[src/rtl/pfd_pkg.sv]
package pfd_pkg;
  localparam int GAIN_W = 2;

  typedef enum logic [GAIN_W-1:0] {
    STRENGTH_5   = 2'b00,
    STRENGTH_50  = 2'b01,
    STRENGTH_80  = 2'b10,
    STRENGTH_100 = 2'b11
  } strength_e;

  typedef struct packed {
    logic up;
    logic dn;
  } pfd_flags_t;
endpackage

[src/rtl/pfd_edge_sync.sv]
module pfd_edge_sync #(
  parameter int STAGES = 2
) (
  input  logic clk,
  input  logic rst,
  input  logic din,
  output logic rise
);
  logic [STAGES:0] shreg;

  always_ff @(posedge clk) begin
    if (rst) shreg <= '0;
    else     shreg <= {shreg[STAGES-1:0], din};
  end

  assign rise = shreg[STAGES-1] & ~shreg[STAGES];

  AST_RISE_SINGLE: assert property (@(posedge clk) disable iff (rst)
    rise |=> !rise);
endmodule

[src/rtl/pfd_flag_core.sv]
module pfd_flag_core #(
  parameter int RST_CYC = 2
) (
  input  logic               clk,
  input  logic               rst,
  input  logic               standby,
  input  logic               ref_rise,
  input  logic               vco_rise,
  output pfd_pkg::pfd_flags_t flags
);
  localparam int CNT_W = (RST_CYC < 2) ? 1 : $clog2(RST_CYC + 1);
  localparam logic [CNT_W-1:0] LAST = CNT_W'(RST_CYC - 1);

  logic [CNT_W-1:0] hold_cnt;
  logic             both;
  logic             clr;

  assign both = flags.up & flags.dn;
  assign clr  = both & (hold_cnt == LAST);

  always_ff @(posedge clk) begin
    if (rst || standby) begin
      flags    <= '0;
      hold_cnt <= '0;
    end else begin
      flags.up <= ref_rise | (flags.up & ~clr);
      flags.dn <= vco_rise | (flags.dn & ~clr);
      hold_cnt <= (both && !clr) ? hold_cnt + 1'b1 : '0;
    end
  end

  AST_HOLD_RELEASE: assert property (@(posedge clk) disable iff (rst)
    (both && hold_cnt == LAST && !ref_rise && !vco_rise && !standby)
      |=> (!flags.up && !flags.dn));
  AST_HOLD_BOUND: assert property (@(posedge clk) disable iff (rst)
    hold_cnt <= LAST);
  AST_STBY_NEUTRAL: assert property (@(posedge clk) disable iff (rst)
    standby |=> (!flags.up && !flags.dn));
endmodule

[src/rtl/pfd_out_steer.sv]
module pfd_out_steer
  import pfd_pkg::*;
(
  input  logic              clk,
  input  logic              rst,
  input  logic              standby,
  input  logic              mode_dbl,
  input  logic              polarity,
  input  pfd_flags_t        flags,
  input  logic [GAIN_W-1:0] gain_sel,
  output logic              r_out_n,
  output logic              v_out_n,
  output logic              pump_en,
  output logic              pump_dir,
  output logic              lock_n,
  output logic [GAIN_W-1:0] gain_code
);
  logic r_act, v_act, one_side, lock_nx;

  always_comb begin
    r_act    = polarity ? flags.dn : flags.up;
    v_act    = polarity ? flags.up : flags.dn;
    one_side = flags.up ^ flags.dn;
    lock_nx  = ~(flags.up | flags.dn);
  end

  always_ff @(posedge clk) begin
    if (rst) begin
      r_out_n   <= 1'b1;
      v_out_n   <= 1'b1;
      pump_en   <= 1'b0;
      pump_dir  <= 1'b0;
      lock_n    <= 1'b1;
      gain_code <= STRENGTH_5;
    end else begin
      gain_code <= gain_sel;
      if (standby) begin
        r_out_n  <= 1'b1;
        v_out_n  <= 1'b1;
        pump_en  <= 1'b0;
        pump_dir <= 1'b0;
        lock_n   <= 1'b1;
      end else begin
        lock_n   <= lock_nx;
        r_out_n  <= ~(mode_dbl & r_act);
        v_out_n  <= ~(mode_dbl & v_act);
        pump_en  <= ~mode_dbl & one_side;
        pump_dir <= ~mode_dbl & one_side & (flags.up ^ polarity);
      end
    end
  end

  AST_STBY_REST: assert property (@(posedge clk) disable iff (rst)
    standby |=> (r_out_n && v_out_n && !pump_en && lock_n));
  AST_SINGLE_PAIR_IDLE: assert property (@(posedge clk) disable iff (rst)
    !mode_dbl |=> (r_out_n && v_out_n));
  AST_DOUBLE_NO_PUMP: assert property (@(posedge clk) disable iff (rst)
    mode_dbl |=> !pump_en);
  AST_LOCK_AND: assert property (@(posedge clk) disable iff (rst)
    (!r_out_n || !v_out_n) |-> !lock_n);
  AST_GAIN_PASS: assert property (@(posedge clk) disable iff (rst)
    1'b1 |=> gain_code == $past(gain_sel));
endmodule

[src/rtl/pfd_lock_top.sv]
module pfd_lock_top
  import pfd_pkg::*;
#(
  parameter int SYNC_STAGES = 2,
  parameter int RST_CYC     = 2
) (
  input  logic              clk,
  input  logic              rst,
  input  logic              ref_in,
  input  logic              vco_in,
  input  logic              standby,
  input  logic              mode_dbl,
  input  logic              polarity,
  input  logic [GAIN_W-1:0] gain_sel,
  output logic              r_out_n,
  output logic              v_out_n,
  output logic              pump_en,
  output logic              pump_dir,
  output logic              lock_n,
  output logic [GAIN_W-1:0] gain_code
);
  localparam int NCH = 2;

  logic [NCH-1:0] raw_in;
  logic [NCH-1:0] rise;
  pfd_flags_t     flags;

  assign raw_in = {vco_in, ref_in};

  for (genvar ch = 0; ch < NCH; ch++) begin : g_sync
    pfd_edge_sync #(.STAGES(SYNC_STAGES)) u_sync (
      .clk  (clk),
      .rst  (rst),
      .din  (raw_in[ch]),
      .rise (rise[ch])
    );
  end

  pfd_flag_core #(.RST_CYC(RST_CYC)) u_core (
    .clk      (clk),
    .rst      (rst),
    .standby  (standby),
    .ref_rise (rise[0]),
    .vco_rise (rise[1]),
    .flags    (flags)
  );

  pfd_out_steer u_steer (
    .clk       (clk),
    .rst       (rst),
    .standby   (standby),
    .mode_dbl  (mode_dbl),
    .polarity  (polarity),
    .flags     (flags),
    .gain_sel  (gain_sel),
    .r_out_n   (r_out_n),
    .v_out_n   (v_out_n),
    .pump_en   (pump_en),
    .pump_dir  (pump_dir),
    .lock_n    (lock_n),
    .gain_code (gain_code)
  );
endmodule

[config.mk]
export PLATFORM = sky130hd
export DESIGN_NAME = pfd_lock_top
export DESIGN_NICKNAME = d
export VERILOG_FILES = /design/src/rtl/pfd_pkg.sv /design/src/rtl/pfd_edge_sync.sv /design/src/rtl/pfd_flag_core.sv /design/src/rtl/pfd_out_steer.sv /design/src/rtl/pfd_lock_top.sv
export SDC_FILE = /design/constraint.sdc
export NUM_CORES = 1
export LEC_CHECK = 0
export BUFFER_PORTS_ARGS = -buffer_cell sky130_fd_sc_hd__clkbuf_2
export CORE_AREA = 2 2 39 41
export CTS_CLUSTER_DIAMETER = 200
export CTS_CLUSTER_SIZE = 12
export DETAILED_ROUTE_END_ITERATION = 8
export DIE_AREA = 0 0 41 43
export PLACE_DENSITY = 0.64
export RECOVER_POWER = 50
export SLEW_MARGIN = 20
export SYNTH_ARGS = -nofsm -noshare
export SYNTH_HDL_FRONTEND = slang
export SYNTH_SLANG_ARGS = --single-unit
export TNS_END_PERCENT = 50
[constraint.sdc]
create_clock -name clk -period 1.4 [get_ports clk]
set_input_delay 0.21 -clock clk [delete_from_list [all_inputs] [get_ports clk]]
set_output_delay 0.21 -clock clk [all_outputs]
set_load 0.02 [all_outputs]
==> flow_metrics.env <==
export IMPL_outcome="finished clean"
export IMPL_die_w_um=41
export IMPL_remaining_drc_errors=0
export IMPL_synth_mux_area_frac=0.03956
export IMPL_post_cts_resized=0
export IMPL_seq_area_frac_synth=0.5978
export IMPL_synth_most_common_cell="dfxtp_1"
export IMPL_synthSimpleGateAreaFrac=0.2022
export IMPL_crit_end="u_core.hold_cnt[1]"
export IMPL_fin_skew_ns=0.0005979
export IMPL_gr_total_overflow=0
export IMPL_power_density_nw_per_um2=1153
export IMPL_grt_antenna_before_repair=0
export IMPL_path_class="flip-flop to flip-flop"
export IMPL_fin_util=0.4982
export IMPL_worstPathRequired_ns=1.62
export IMPL_grt_pass1_vias=336
export IMPL_nets=81
export IMPL_cts_tree="yes"
export IMPL_syn_to_final_growth_pct=21.10
export IMPL_critPathLaunch="u_core.hold_cnt[1]"
export IMPL_placed_cell_area_um2=660.6
export IMPL_clk_latency_ns=0.28
export IMPL_n_antenna_cell=0
export IMPL_drtPass1Iterations=2
export IMPL_use_met1=0.1163
export IMPL_layout_min_cycle_time_ns=1.260
export IMPL_netlist_area_leader_share=0.5978
export IMPL_synth_adder_area_share=0.06593
export IMPL_drt_initial_drc_count=2
export IMPL_cts_buffer_depth=2
export IMPL_cts_root_buf="clkbuf_4"
export IMPL_h_tree_depth=1
export IMPL_avgSynthCellArea_um2=11.39
export IMPL_tightest_slew_ns=0.5162
export IMPL_ant_nets=0
export IMPL_min_path_type="primary input to flip-flop"
export IMPL_ys_warn_count=0
export IMPL_crit_fanout=3
export IMPL_grt_use_met2=0.1625
export IMPL_setup_violations=0
export IMPL_finalSetupTns_ns=0
export IMPL_finalCritPeriodShare=0.8997
export IMPL_synth_compound_area_frac=0.05275
export IMPL_vias=385
export IMPL_ys_ff_latch=17
export IMPL_r2r_cells=4
export IMPL_totalWireLength_um=790
export IMPL_grt_use_total=0.1126
export IMPL_grt_pass1_wl_um=1235
export IMPL_n_fill_cell=133
export IMPL_synth_top_family_by_area="simple AND/OR/NAND/NOR gates"
export IMPL_timing_rr_start="u_core.hold_cnt[1]"
export IMPL_drive_gt1_frac=0.2647
export IMPL_grt_busiest_layer="met2"
export IMPL_leakagePower_nw=0.2958
export IMPL_rsz0062_at_grt="false"
export IMPL_rrSetupSlack_ns=0.14
export IMPL_port_buffers=15
export IMPL_grt_max_degree=13
export IMPL_fin_area_um2=689.4
export IMPL_critical_path_reg2reg_endpoint="u_core.hold_cnt[1]"
export IMPL_die_y_um=43
export IMPL_min_delay_start="mode_dbl"
export IMPL_syn_area_um2=569.3
export IMPL_use_met3=0.03141
export IMPL_start_kind="flip-flop"
export IMPL_layout_setup_ws_ns=0.1404
export IMPL_clkSinkCount=17
export IMPL_synth_top_cell_by_area="dfxtp_1"
export IMPL_syn_inst=50
export IMPL_std_cell_rows=14
export IMPL_cts_setup_buffers=0
export IMPL_holdBufCountCts=0
export IMPL_p_total_mw=0.7946
export IMPL_wl_per_cell_um=9.405
export IMPL_ys_types=15
export IMPL_hold_violations=0
export IMPL_dp_slack_ns=0.1248
export IMPL_ios=16
export IMPL_slew_viol_final=0
export IMPL_synth_commonest_cells="dfxtp_1, nor2b_1, ha_1, inv_1, nor2_1"
export IMPL_synth_nets=62
export IMPL_synthTopCellsByArea="dfxtp_1, nor2b_1, ha_1"
export IMPL_worstPathArrival_ns=1.48
export IMPL_timing_fmax_ghz=0.7939
export IMPL_synth_ff_type="dfxtp_1"
export IMPL_end_kind="flip-flop"
export IMPL_synthXorXnorAreaFrac=0.01538
export IMPL_peakVddDrop_mv=0.6159
export IMPL_die_area_um2=1763
export IMPL_maxCapViolCount=0
export IMPL_core_area_um2=1384
export IMPL_gp_congestion=0.5937
export IMPL_ys_async_sr_fraction=0
export IMPL_cts_reportedPaths_clkPinSlew_ns=0.09
export IMPL_dp_hpwl_um=585.6
export IMPL_relSlewSlack=0.6559
export IMPL_initial_utilization=0.4114
export IMPL_vias_per_cell=4.583
export IMPL_synth_edf_count=0
export IMPL_cts_inserted_buffers=3
power by group:
part	switching, mW	total (mW)	leakage [nW]	internal (mW)
logic	0.0235	0.0455	0.142	0.0220
clock network	0.139	0.249	0.0150	0.111
registers	0.00429	0.500	0.139	0.495
stage by stage:
| stage | hold WS [ns] | instances |
|---|---|---|
| 5_1_grt | 0.1183 | 84 |
| 3_5_place_dp | 0.4079 | 80 |
| 3_3_place_gp | 0.4093 | 80 |
| 6_report | 0.1230 | 84 |
| 2_1_floorplan | 0.2818 | 50 |
| 4_1_cts | 0.1026 | 84 |
routing by layer:
layer  part of all wire  vias up  wire length (um)
met2               0.50       12               395
met5                  0        -                 0
met4              0.011        0                 9
met3              0.061        2                48
li1                   -      198                 -
met1               0.43      173               336
kinds of logic after synthesis:
group / Yosys count
fa+ha+maj: 3
simple gates: 19
buf+inv: 4
flops: 17
mux: 2
xor+xnor: 1
compound gates: 4
placed cells by master, fill, tap and decap left out:
master / count
clkbuf_1: 4
ha_1: 3
or4b_1: 1
nor2b_1: 10
nor4b_2: 1
mux2_2: 2
clkbuf_2: 12
o21a_1: 2
a21boi_0: 2
dfxtp_1: 17
nand3_1: 2
and2_1: 1
nor2_1: 3
inv_1: 3
xor2_1: 1
or3_1: 1
clkbuf_4: 3
state kept, by name (all words and copies together), names as in the netlist:
signal / cells
u_steer.pump_dir: 1
u_core.flags: 2
u_steer.pump_en: 1
u_steer.lock_n: 1
g_sync.u_sync.shreg: 6
u_core.hold_cnt: 2
u_steer.r_out_n: 1
u_steer.gain_code: 2
u_steer.v_out_n: 1
worst min path at each step:
stage,endpoint,slack (ns),cells past startpoint
after CTS,u_steer.r_out_n,0.10,2
after detailed placement,u_steer.r_out_n,0.41,2
after global routing,u_steer.v_out_n,0.12,2
final,u_steer.r_out_n,0.12,2
after global placement,u_steer.v_out_n,0.41,2
after floorplan,u_steer.r_out_n,0.28,1
area by class of cell:
type,instances,area [um2],area share
sequential,17,340.3,0.4936
multi-input combinational,29,220.2,0.3194
timing repair buffer,15,71.32,0.1034
clock buffer,4,26.28,0.03811
tap,16,20.02,0.02904
inverter,3,11.26,0.01633
critical path, stage by stage, from the launching register on:
cell	delay, ns
dfxtp_1	0.31
inv_1	0.04
ha_1	0.20
or4b_1	0.55
nor2_1	0.10
Power figures use the tool's default switching activity.
